### src/rtl/acfg_pkg.sv
package acfg_pkg;
  localparam int OFF_W    = 16;
  localparam int ID_DEPTH = 20;
  localparam int BASE_HI_W = 8;

  // identity nibble table, index = offset / 2
  function automatic logic [3:0] id_nibble(input logic [4:0] idx);
    logic [3:0] n;
    case (idx)
      5'd0:  n = 4'hE;
      5'd2:  n = 4'h6;
      5'd3:  n = 4'h9;
      5'd4:  n = 4'h8;
      5'd9:  n = 4'h7;
      5'd10: n = 4'hD;
      5'd11: n = 4'hB;
      5'd17: n = 4'h4;
      5'd18: n = 4'h2;
      default: n = 4'h0;
    endcase
    return n;
  endfunction
endpackage

### src/rtl/acfg_rom.sv
module acfg_rom
  import acfg_pkg::*;
#(
  parameter int OW = OFF_W
) (
  input  logic          clk,
  input  logic          rst,
  input  logic          rd_en,
  input  logic          decode_en,
  input  logic [OW-1:0] off,
  output logic [7:0]    rd_data
);
  localparam int IDX_W = OW - 1;

  logic [IDX_W-1:0] idx;
  logic             in_tbl;
  logic [3:0]       nib;
  logic [7:0]       raw;
  logic             pass_true;
  logic [7:0]       next_byte;

  always_comb begin
    idx       = off[OW-1:1];
    in_tbl    = !off[0] && (idx < IDX_W'(ID_DEPTH));
    nib       = in_tbl ? id_nibble(idx[4:0]) : 4'h0;
    raw       = {nib, 4'h0};
    pass_true = (off == OW'(0)) || (off == OW'(2)) ||
                (off == OW'(40)) || (off == OW'(42));
    next_byte = pass_true ? raw : ~raw;
  end

  always_ff @(posedge clk) begin
    if (rst)                        rd_data <= 8'h00;
    else if (rd_en && decode_en)    rd_data <= next_byte;
    else                            rd_data <= 8'h00;
  end


  odd_read_chk: assert property (@(posedge clk) disable iff (rst)
    (rd_en && decode_en && off[0] && off != OW'(0)) |=> (rd_data == 8'hFF));
endmodule

### src/rtl/acfg_ctrl.sv
module acfg_ctrl
  import acfg_pkg::*;
#(
  parameter int          OW         = OFF_W,
  parameter int          NUM_BOARDS = 1,
  parameter logic [15:0] HI_OFF     = 16'h0048,
  parameter logic [15:0] LO_OFF     = 16'h004A,
  parameter logic [15:0] SHUT_OFF   = 16'h004C
) (
  input  logic                 clk,
  input  logic                 rst,
  input  logic                 wr_en,
  input  logic [OW-1:0]        off,
  input  logic [7:0]           wr_data,
  output logic [BASE_HI_W-1:0] base_hi,
  output logic                 configured,
  output logic                 chain_done
);
  localparam int BI_W = $clog2(NUM_BOARDS + 1);

  logic [BI_W-1:0] board_idx;
  logic            wr_ok, hit_hi, hit_lo, hit_shut, advance;

  always_comb begin
    wr_ok    = wr_en && !chain_done;
    hit_hi   = wr_ok && (off == OW'(HI_OFF));
    hit_lo   = wr_ok && (off == OW'(LO_OFF));
    hit_shut = wr_ok && (off == OW'(SHUT_OFF));
    advance  = hit_hi || hit_shut;
  end

  always_ff @(posedge clk) begin
    if (rst) begin
      base_hi    <= '0;
      configured <= 1'b0;
      chain_done <= 1'b0;
      board_idx  <= '0;
    end else begin
      if (hit_lo) base_hi <= {4'h0, wr_data[7:4]};
      if (hit_hi) begin
        base_hi[7:4] <= wr_data[7:4];
        configured   <= 1'b1;
      end
      if (advance) begin
        board_idx <= board_idx + 1'b1;
        if (board_idx + 1'b1 == BI_W'(NUM_BOARDS)) chain_done <= 1'b1;
      end
    end
  end


  done_sticky_chk: assert property (@(posedge clk) disable iff (rst)
    chain_done |=> chain_done);


  cfg_cause_chk: assert property (@(posedge clk) disable iff (rst)
    $rose(configured) |-> $past(wr_en && off == OW'(HI_OFF)));


  base_quiet_chk: assert property (@(posedge clk) disable iff (rst)
    !wr_en |=> $stable(base_hi));


  closed_write_chk: assert property (@(posedge clk) disable iff (rst)
    chain_done |=> ($stable(base_hi) && $stable(configured)));
endmodule

### src/rtl/acfg_responder.sv
module acfg_responder
  import acfg_pkg::*;
#(
  parameter int NUM_BOARDS = 1
) (
  input  logic             clk,
  input  logic             rst,
  input  logic [OFF_W-1:0] reg_off,
  input  logic             rd_en,
  input  logic             wr_en,
  input  logic [7:0]       wr_data,
  output logic [7:0]       rd_data,
  output logic [23:0]      base_addr,
  output logic             configured,
  output logic             chain_done
);
  localparam int LOW_ZERO_W = 24 - BASE_HI_W;

  logic [BASE_HI_W-1:0] base_hi;

  acfg_ctrl #(.OW(OFF_W), .NUM_BOARDS(NUM_BOARDS)) u_ctrl (
    .clk        (clk),
    .rst        (rst),
    .wr_en      (wr_en),
    .off        (reg_off),
    .wr_data    (wr_data),
    .base_hi    (base_hi),
    .configured (configured),
    .chain_done (chain_done)
  );

  acfg_rom #(.OW(OFF_W)) u_rom (
    .clk       (clk),
    .rst       (rst),
    .rd_en     (rd_en),
    .decode_en (!chain_done),
    .off       (reg_off),
    .rd_data   (rd_data)
  );

  assign base_addr = {base_hi, {LOW_ZERO_W{1'b0}}};


  closed_read_chk: assert property (@(posedge clk) disable iff (rst)
    chain_done |=> (rd_data == 8'h00));


  shut_nocfg_chk: assert property (@(posedge clk) disable iff (rst)
    (wr_en && !chain_done && reg_off == 16'h004C && !configured) |=> !configured);
endmodule

### config.mk
export PLATFORM = sky130hd
export DESIGN_NAME = acfg_responder
export DESIGN_NICKNAME = d
export VERILOG_FILES = /design/src/rtl/acfg_pkg.sv /design/src/rtl/acfg_rom.sv /design/src/rtl/acfg_ctrl.sv /design/src/rtl/acfg_responder.sv
export SDC_FILE = /design/constraint.sdc
export NUM_CORES = 1
export LEC_CHECK = 0
export BUFFER_PORTS_ARGS = -buffer_cell sky130_fd_sc_hd__buf_2
export CORE_MARGIN = 2
export CORE_UTILIZATION = 46
export CTS_CLUSTER_SIZE = 10
export DETAILED_ROUTE_END_ITERATION = 10
export PLACE_DENSITY = 0.87
export SYNTH_ARGS = -nofsm -noshare
export SYNTH_HDL_FRONTEND = slang
export SYNTH_SLANG_ARGS = --single-unit
### constraint.sdc
create_clock -name clk -period 2.86 [get_ports clk]
set_clock_uncertainty 0.2 [all_clocks]
set_input_delay 0.286 -clock clk [delete_from_list [all_inputs] [get_ports clk]]
set_output_delay 0.286 -clock clk [all_outputs]
set_load 0.005 [all_outputs]
==> impl_results.md, run 1 <==
- Status: complete, no violations
- Chip Width: between 50 and 60 microns
- Worst path depth: 4
- Post-route antenna net violation count: 0
- Num rows: 17
- Minimum clock period after layout: 1.619 ns
- Crit Path Class: reg -> reg
- Avg WL per Cell: 12.78 microns
- DR top layer: met4
- Global route total overflow: 0
- Warnings, synthesis: 0
- Clk_lat worst skew: 0.30 ns
- Synth unique cells: 33
- RR Startpoint: u_ctrl.chain_done$_SDFFE_PP0P_
- Core Util, Final: 54.90%
- Area leader, netlist: dfxtp_1
- DRC: 0
- Critical-path top delay cell: and4_1
- Post-CTS sizing: 0
- CP arrival: roughly 1.7 ns
- Compound-gate portion of the synthesized area: between 20% and 30%
- Adder-cell share of the synthesized area: roughly 6%
- Synth Area in Simple Gates: around a fifth
- Worst reg-to-reg path cell count: 4
- Routed wire length: ~2400 microns
- Slowest stage delay, CP: roughly 0.40 ns
- Hold Violations, Final: 0
- Clock Path Buffers: 2
- Largest delay contributor family on the critical path: simple AND/OR/NAND/NOR gates
- Peak VDD IR: about 0.32 mV
- DR pass1 iterations: 4
- # clock sinks: 16
- DIE AREA: ~2600 sq um
- Setup Fix Bufs, Post-CTS: 0
- CTS buffer count: 3
- Mux cell area share after synthesis: 0%
- Worst r2r dst: u_ctrl.base_hi[1]$_SDFFE_PP0P_
- Synth Area in XOR/XNOR: under 10%
- Buf/Inv on CP: 0
- Synth Register Bits: 16
- Vias in the first global route: roughly 900
- Post-synthesis sequential area ratio: between 30% and 40%
- Antenna cells: 0
- Worst setup SP type: flop
- LEAKAGE: around 0.00057 uW
- Placed cell count: ~180
- Setup TNS: 0 ns
- Total Nets Final: between 150 and 200
- Synth async-reset ratio: 0%
- Data required time at the worst endpoint: 2.89 ns
- Gr usage total: 19.12%
- Clock Tree Root: clkbuf_4
- Largest family of logic cells by synthesized area: compound AO/OA/AOI/OAI gates
- Prevailing post-synth register cell: dfxtp_1
- Routed via count: slightly above 1k
- First-pass GRT wire length: ~3800 microns
- Final GP Congestion: about 0.85
- Critical Path Start: u_ctrl.chain_done$_SDFFE_PP0P_
- TritonCTS clock tree: yes
- Tcrit/Tclk final: roughly 57%
- Initial antenna violation count: 0
- Crit path max fanout: 9
- Detailed Place HPWL: ~1800 microns
- Power Total: 460.4 uW
- Peak Freq: around 0.62 GHz
- Clk slew on worst S/H paths: approximately 0.090 ns
- Final Slew Violations: 0
- Avg Inst Size Synth: about 8.3 sq um
- Max-capacitance violation count: 0
- Starting DRT DRC Count: 20
- Final setup fails: 0
- Worst hold path class: in -> reg
- Boundary pin count: just over 60
- Layout overhead on the synthesized area: 15.25%
- Critical path endpoint category: flop
- RSZ-0062 raised after global routing: false
- Register Area: roughly 320 sq um
- Post-Syn Instances: between 100 and 150
- Wire length on met2: 1286 microns
- Core box area: between 2000 and 2500 sq um
- Synth area leaders: dfxtp_1 (31%), buf_4 (15%), a21oi_1 (6.8%), o21ai_0 (6.8%), ha_1 (6.1%)
- Mapped cell area: approximately 1000 sq um
- Top cell type's share of synthesized area: between 30 and 40%
- Port Buffers: 41
- Hold Buf Count CTS: 0
- Pwr/cell area: 386.5 nW/um^2
- Initial core utilization: between 40% and 50%
- Metal-1 WL: 846 microns
- Multi-input gate area: ~570 sq um
- Die H: slightly above 50 microns
- Post-synth EDFFs: 0
- Total number of H-tree levels: 1
- Flop2flop setup slack: about 1.2 ns
- Cell-by-cell trace of the critical path: and4bb_1, and4_1, nand3_1, a21oi_1
- Non-Filler Instances: approximately 190
- Largest net degree at the start of global routing: 14
- Routed vias/inst: ~5.5
- Share of cells above drive strength 1: around 31%
- Fillers: about 220
- Crit path to: u_ctrl.base_hi[1]$_SDFFE_PP0P_
- Met3 routed wirelength: between 200 and 250 microns
==> Yosys cell counts (2+ instances only) <==
cell / instances
a21oi_1: 14
a31oi_1: 3
buf_2: 2
buf_4: 20
clkbuf_1: 4
dfxtp_1: 16
ha_1: 5
inv_1: 6
nand2_1: 2
nand3_1: 8
nand4_1: 4
nor2_1: 4
nor4_2: 2
o21ai_0: 14
xnor2_1: 2
==> final cells by class <==
class,instances,area share [%]
Clock buffer,4,3.046
Inverter,7,2.206
Multi-Input combinational cell,90,47.69
Sequential cell,16,26.89
Tap cell,28,2.941
Timing Repair Buffer,41,17.23
==> worst min path at each step <==
stage	from	end	slack, ns	cells after the start
after detailed placement	u_ctrl.base_hi[7]$_SDFFE_PP0P_	u_ctrl.base_hi[7]$_SDFFE_PP0P_	0.27	2
after CTS	wr_data[7]	u_ctrl.base_hi[7]$_SDFFE_PP0P_	0.05	3
after global placement	u_ctrl.board_idx$_SDFFE_PP0P_	u_ctrl.board_idx$_SDFFE_PP0P_	0.25	2
final	wr_data[7]	u_ctrl.base_hi[7]$_SDFFE_PP0P_	0.05	3
after global routing	wr_data[7]	u_ctrl.base_hi[7]$_SDFFE_PP0P_	0.05	3
after floorplan	rst	u_ctrl.base_hi[3]$_SDFFE_PP0P_	0.16	1
==> worst register-to-register path, stage by stage (launching register included) <==
cell and delay, ns:
dfxtp_1 0.33, and4bb_1 0.32, and4_1 0.40, nand3_1 0.14, a21oi_1 0.17
==> flip-flops by register name (all words and copies together), names as in the netlist <==
| name | count |
|---|---|
| u_ctrl.configured | 1 |
| u_ctrl.base_hi | 8 |
| u_rom.rd_data | 5 |
| u_ctrl.board_idx | 1 |
| u_ctrl.chain_done | 1 |
==> layer usage <==
layer | track usage (%) | vias up
met3 | 5.848 | 5
met1 | 21.01 | 495
li1 | - | 478
met2 | 33.12 | 47
met5 | 0 | -
met4 | 9.211 | 0
==> cells in the final DEF (no fill, tap or decap) <==
master and n:
dfxtp_1 16, conb_1 16, nor3_1 1, nand3_1 8
ha_1 5, a41o_1 1, clkbuf_4 3, xnor2_1 2
a31oi_1 3, o21ai_0 14, and4_1 1, a21oi_1 14
a41oi_1 1, nand4_1 4, o22ai_1 1, a22oi_1 1
buf_2 41, nor2_1 4, nor4b_4 1, clkbuf_8 1
nand3b_1 1, nor2b_1 1, and3_1 1, a21boi_0 1
inv_1 6, nor4_2 2, nand2_1 2, nand4_4 1
and4bb_1 1, a221oi_1 1, or3_1 1, a221o_1 1
clkinv_1 1
==> cell families (layout without fill, tap and decap cells) <==
kind of cell	after synthesis	after routing
adders and majority gates	5	5
and+or+nand+nor	29	29
xor gates and xnor gates	2	2
DFF	16	16
AOI/OAI and AO/OA	38	38
other	1	16
buffers and inverters	33	52
==> where the power goes <==
part | total [uW] | switching (uW) | internal, uW
Sequential | 228 | 1.11 | 226
Clock | 155 | 77.3 | 77.8
Combinational | 77.8 | 47.7 | 30.2
==> through the flow <==
stage / setup slack (ns) / hold WS [ns] / cell area, sq um
floorplan: 0.9812 / 0.1551 / 1090
global placement: 0.9610 / 0.2540 / 1155
detailed placement: 0.9534 / 0.2667 / 1155
CTS: 1.237 / 0.05126 / 1191
global route: 1.131 / 0.04697 / 1191
finish: 1.241 / 0.04991 / 1191
No activity file was read; power rests on OpenSTA's default activity.
==> run 2: changes to the inputs <==
- CORE_UTILIZATION: 46 -> 43
- PLACE_DENSITY: 0.87 -> 0.83
- clock period: 2.86 -> 1.6 ns (I/O delays scaled with it)
==> run 2 against run 1 <==
  * Critical path depth rose by 2
  * Cell area grew 11%
  * Via count increased by 2.3%
  * Non-clock buffer count is 15 higher
  * Count of clock-buffer cells in the layout unchanged
  * Critical endpoint is now u_rom.rd_data[7]$_SDFF_PP0_
  * Worst setup slack got worse by 1.2 ns
  * Largest cell class unchanged
  * Register-to-register slack got worse by 1.2 ns
  * Highest routed layer unchanged
  * Hold slack gained 0.017 ns
  * Power grew 82%
  * Cell count grew 8.1%
==> impl_results.md, run 2 (synthesis results as in run 1) <==
- Pwr/cell area: 635.3 nW/um^2 (was 386.5 nW/um^2)
- Initial core utilization: 46.27% (was 47.64%)
- Hold Slack: 0.06723 ns (was 0.04991 ns)
- Boundary pin count: 62 (unchanged)
- Detailed Place HPWL: 1903 microns (was 1787 microns)
- Worst reg-to-reg path cell count: 4 (unchanged)
- Clk_lat worst skew: 0.29 ns (was 0.30 ns)
- RSZ-0062 raised after global routing: false (unchanged)
- Non-Filler Instances: 201 (was 186)
- Vias in the first global route: 851 (was 896)
- Antenna cells: 0 (unchanged)
- Port Buffers: 41 (unchanged)
- Clock Path Buffers: 2 (unchanged)
- Global route total overflow: 0 (unchanged)
- Final setup fails: 0 (unchanged)
- Largest net degree at the start of global routing: 13 (was 14)
- Core Util, Final: 59.05% (was 54.90%)
- Total Nets Final: 207 (was 192)
- Post-route antenna net violation count: 0 (unchanged)
- Peak Freq: about 0.66 GHz
- Hold EP: u_rom.rd_data[4]$_SDFF_PP0_ (was u_ctrl.base_hi[7]$_SDFFE_PP0P_)
- Fillers: 183 (was 221)
- Hold path start: rd_en (was wr_data[7])
- Critical path endpoint category: flop (unchanged)
- Status: complete, no violations (unchanged)
- Power Total: 837.8 uW (was 460.4 uW)
- Register Area: 320.3 sq um (unchanged)
- Top Registers: u_ctrl.base_hi (8), u_rom.rd_data (5) (unchanged)
- Hold path cells: 3 (unchanged)
- Clock Tree Root: clkbuf_4 (unchanged)
- Data required time at the worst endpoint: 1.61 ns (was 2.89 ns)
- Placed cell count: 192 (was 182)
- Hold Violations, Final: 0 (unchanged)
- Routed via count: 1049 (was 1025)
- Starting DRT DRC Count: 27 (was 20)
- # clock sinks: 16 (unchanged)
- Final Slew Violations: 0 (unchanged)
- Minimum clock period after layout: ~1.5 ns
- Routed vias/inst: 5.219 (was 5.511)
- Crit path max fanout: 12 (was 9)
- Most frequent cells in the layout: buf_2 (41), conb_1 (16), dfxtp_1 (16), o21ai_0 (14), a21oi_1 (14) (unchanged)
- Commonest non-fill, non-tap cell in the layout: buf_2 (unchanged)
- Core box area: 2233 sq um (was 2170 sq um)
- DRC: 0 (unchanged)
- Initial antenna violation count: 0 (unchanged)
- Setup Fix Bufs, Post-CTS: 0 (unchanged)
- Worst setup SP type: input pin (was flop)
- Gr usage total: 18.13% (was 19.12%)
- Die H: 53.03 microns (was 51.40 microns)
- Final GP Congestion: 0.8711 (was 0.8502)
- CTS buffer count: 3 (unchanged)
- CP arrival: 1.53 ns (was 1.65 ns)
- Fin worst setup slack: 0.07936 ns (was 1.241 ns)
- Max-capacitance violation count: 0 (unchanged)
- Tcrit/Tclk final: approximately 95%
- Share of cells above drive strength 1: 34.68% (was 31.01%)
- Layout overhead on the synthesized area: 27.60% (was 15.25%)
- DR pass1 iterations: 5 (was 4)
- Clk slew on worst S/H paths: 0.08 ns (was 0.09 ns)
- Reg with most FFs: u_ctrl.base_hi (unchanged)
- TritonCTS clock tree: yes (unchanged)
- Worst r2r dst: u_ctrl.chain_done$_SDFFE_PP0P_ (was u_ctrl.base_hi[1]$_SDFFE_PP0P_)
- Worst hold path class: in -> reg (unchanged)
- RR Startpoint: u_ctrl.chain_done$_SDFFE_PP0P_ (unchanged)
- Num rows: 17 (unchanged)
- Chip Width: 53.03 microns (was 51.40 microns)
- Place WS: -0.05718 ns (was 0.9534 ns)
- Flop2flop setup slack: 0.08 ns (was 1.24 ns)
- Routed wire length: 2450 microns (was 2378 microns)
- First-pass GRT wire length: 3684 microns (was 3795 microns)
- Peak VDD IR: 0.4248 mV (was 0.3164 mV)
- Multi-input gate area: 570.5 sq um (was 568.0 sq um)
- Avg WL per Cell: 12.19 microns (was 12.78 microns)
- Total number of H-tree levels: 1 (unchanged)
- DIE AREA: 2812 sq um (was 2642 sq um)
- LEAKAGE: 0.0006425 uW (was 0.0005724 uW)
- Crit Path Class: in -> reg (was reg -> reg)
- Largest register FFs: 8 (unchanged)
-- run 2: changes by cell type in the layout (fill, tap and decap cells not counted), sizes merged --
cell and change:
dlygate4sd3 +5, buf +10
-- run 2: how the worst max path moves through the flow --
stage                                              start                             end  slack [ns]  cells past startpoint
after floorplan                               reg_off[2]     u_rom.rd_data[6]$_SDFF_PP0_       0.008                      6
after global placement                        reg_off[4]  u_ctrl.base_hi[7]$_SDFFE_PP0P_        0.03                      5
after detailed placement                      reg_off[4]  u_ctrl.base_hi[0]$_SDFFE_PP0P_       -0.06                      5
after CTS                 u_ctrl.chain_done$_SDFFE_PP0P_  u_ctrl.base_hi[0]$_SDFFE_PP0P_        0.05                      4
after global routing      u_ctrl.chain_done$_SDFFE_PP0P_  u_ctrl.base_hi[0]$_SDFFE_PP0P_       0.006                      5
final                                                rst     u_rom.rd_data[7]$_SDFF_PP0_        0.08                      6
-- run 2: power by group --
part	switching (uW)	leakage, uW	internal (uW)
Combinational	92.1	0.000491	75.0
Sequential	1.89	0.000130	405
Clock	126	0.0000210	139
Total	220	0.000643	618
-- run 2: cell type report --
type	count	area share (%)
clock buffers	4	2.751
flip-flops and latches	16	24.29
well taps	28	2.657
repair buffers	56	25.05
multi-input cells	90	43.26
inverters	7	1.992
-- run 2: timing repair --
item                                    4_1_cts  5_1_grt
gates resized for setup                       1        1
hold endpoints to repair                     11        0
endpoints found under the setup margin        1        6
hold buffers                                  5        0
-- run 2: routing by layer --
layer	GRT usage, %	up-vias	wire [microns]
met2	30.42	72	1209
met1	20.76	458	937
met4	8.547	0	58
li1	-	511	-
met5	0	-	0
met3	5.650	8	245
-- run 2: worst max-delay path: stages --
cell,delay [ns]
dlygate4sd3_1,0.53
buf_2,0.19
inv_1,0.08
nand3_1,0.18
a41o_1,0.25
a31oi_1,0.14
-- run 2: metrics by stage --
step	setup TNS [ns]	instance area, sq um
after global routing	0	1319
after detailed placement	-0.2000	1230
after global placement	0	1230
after CTS	0	1318
final	0	1319
after floorplan	0	1092
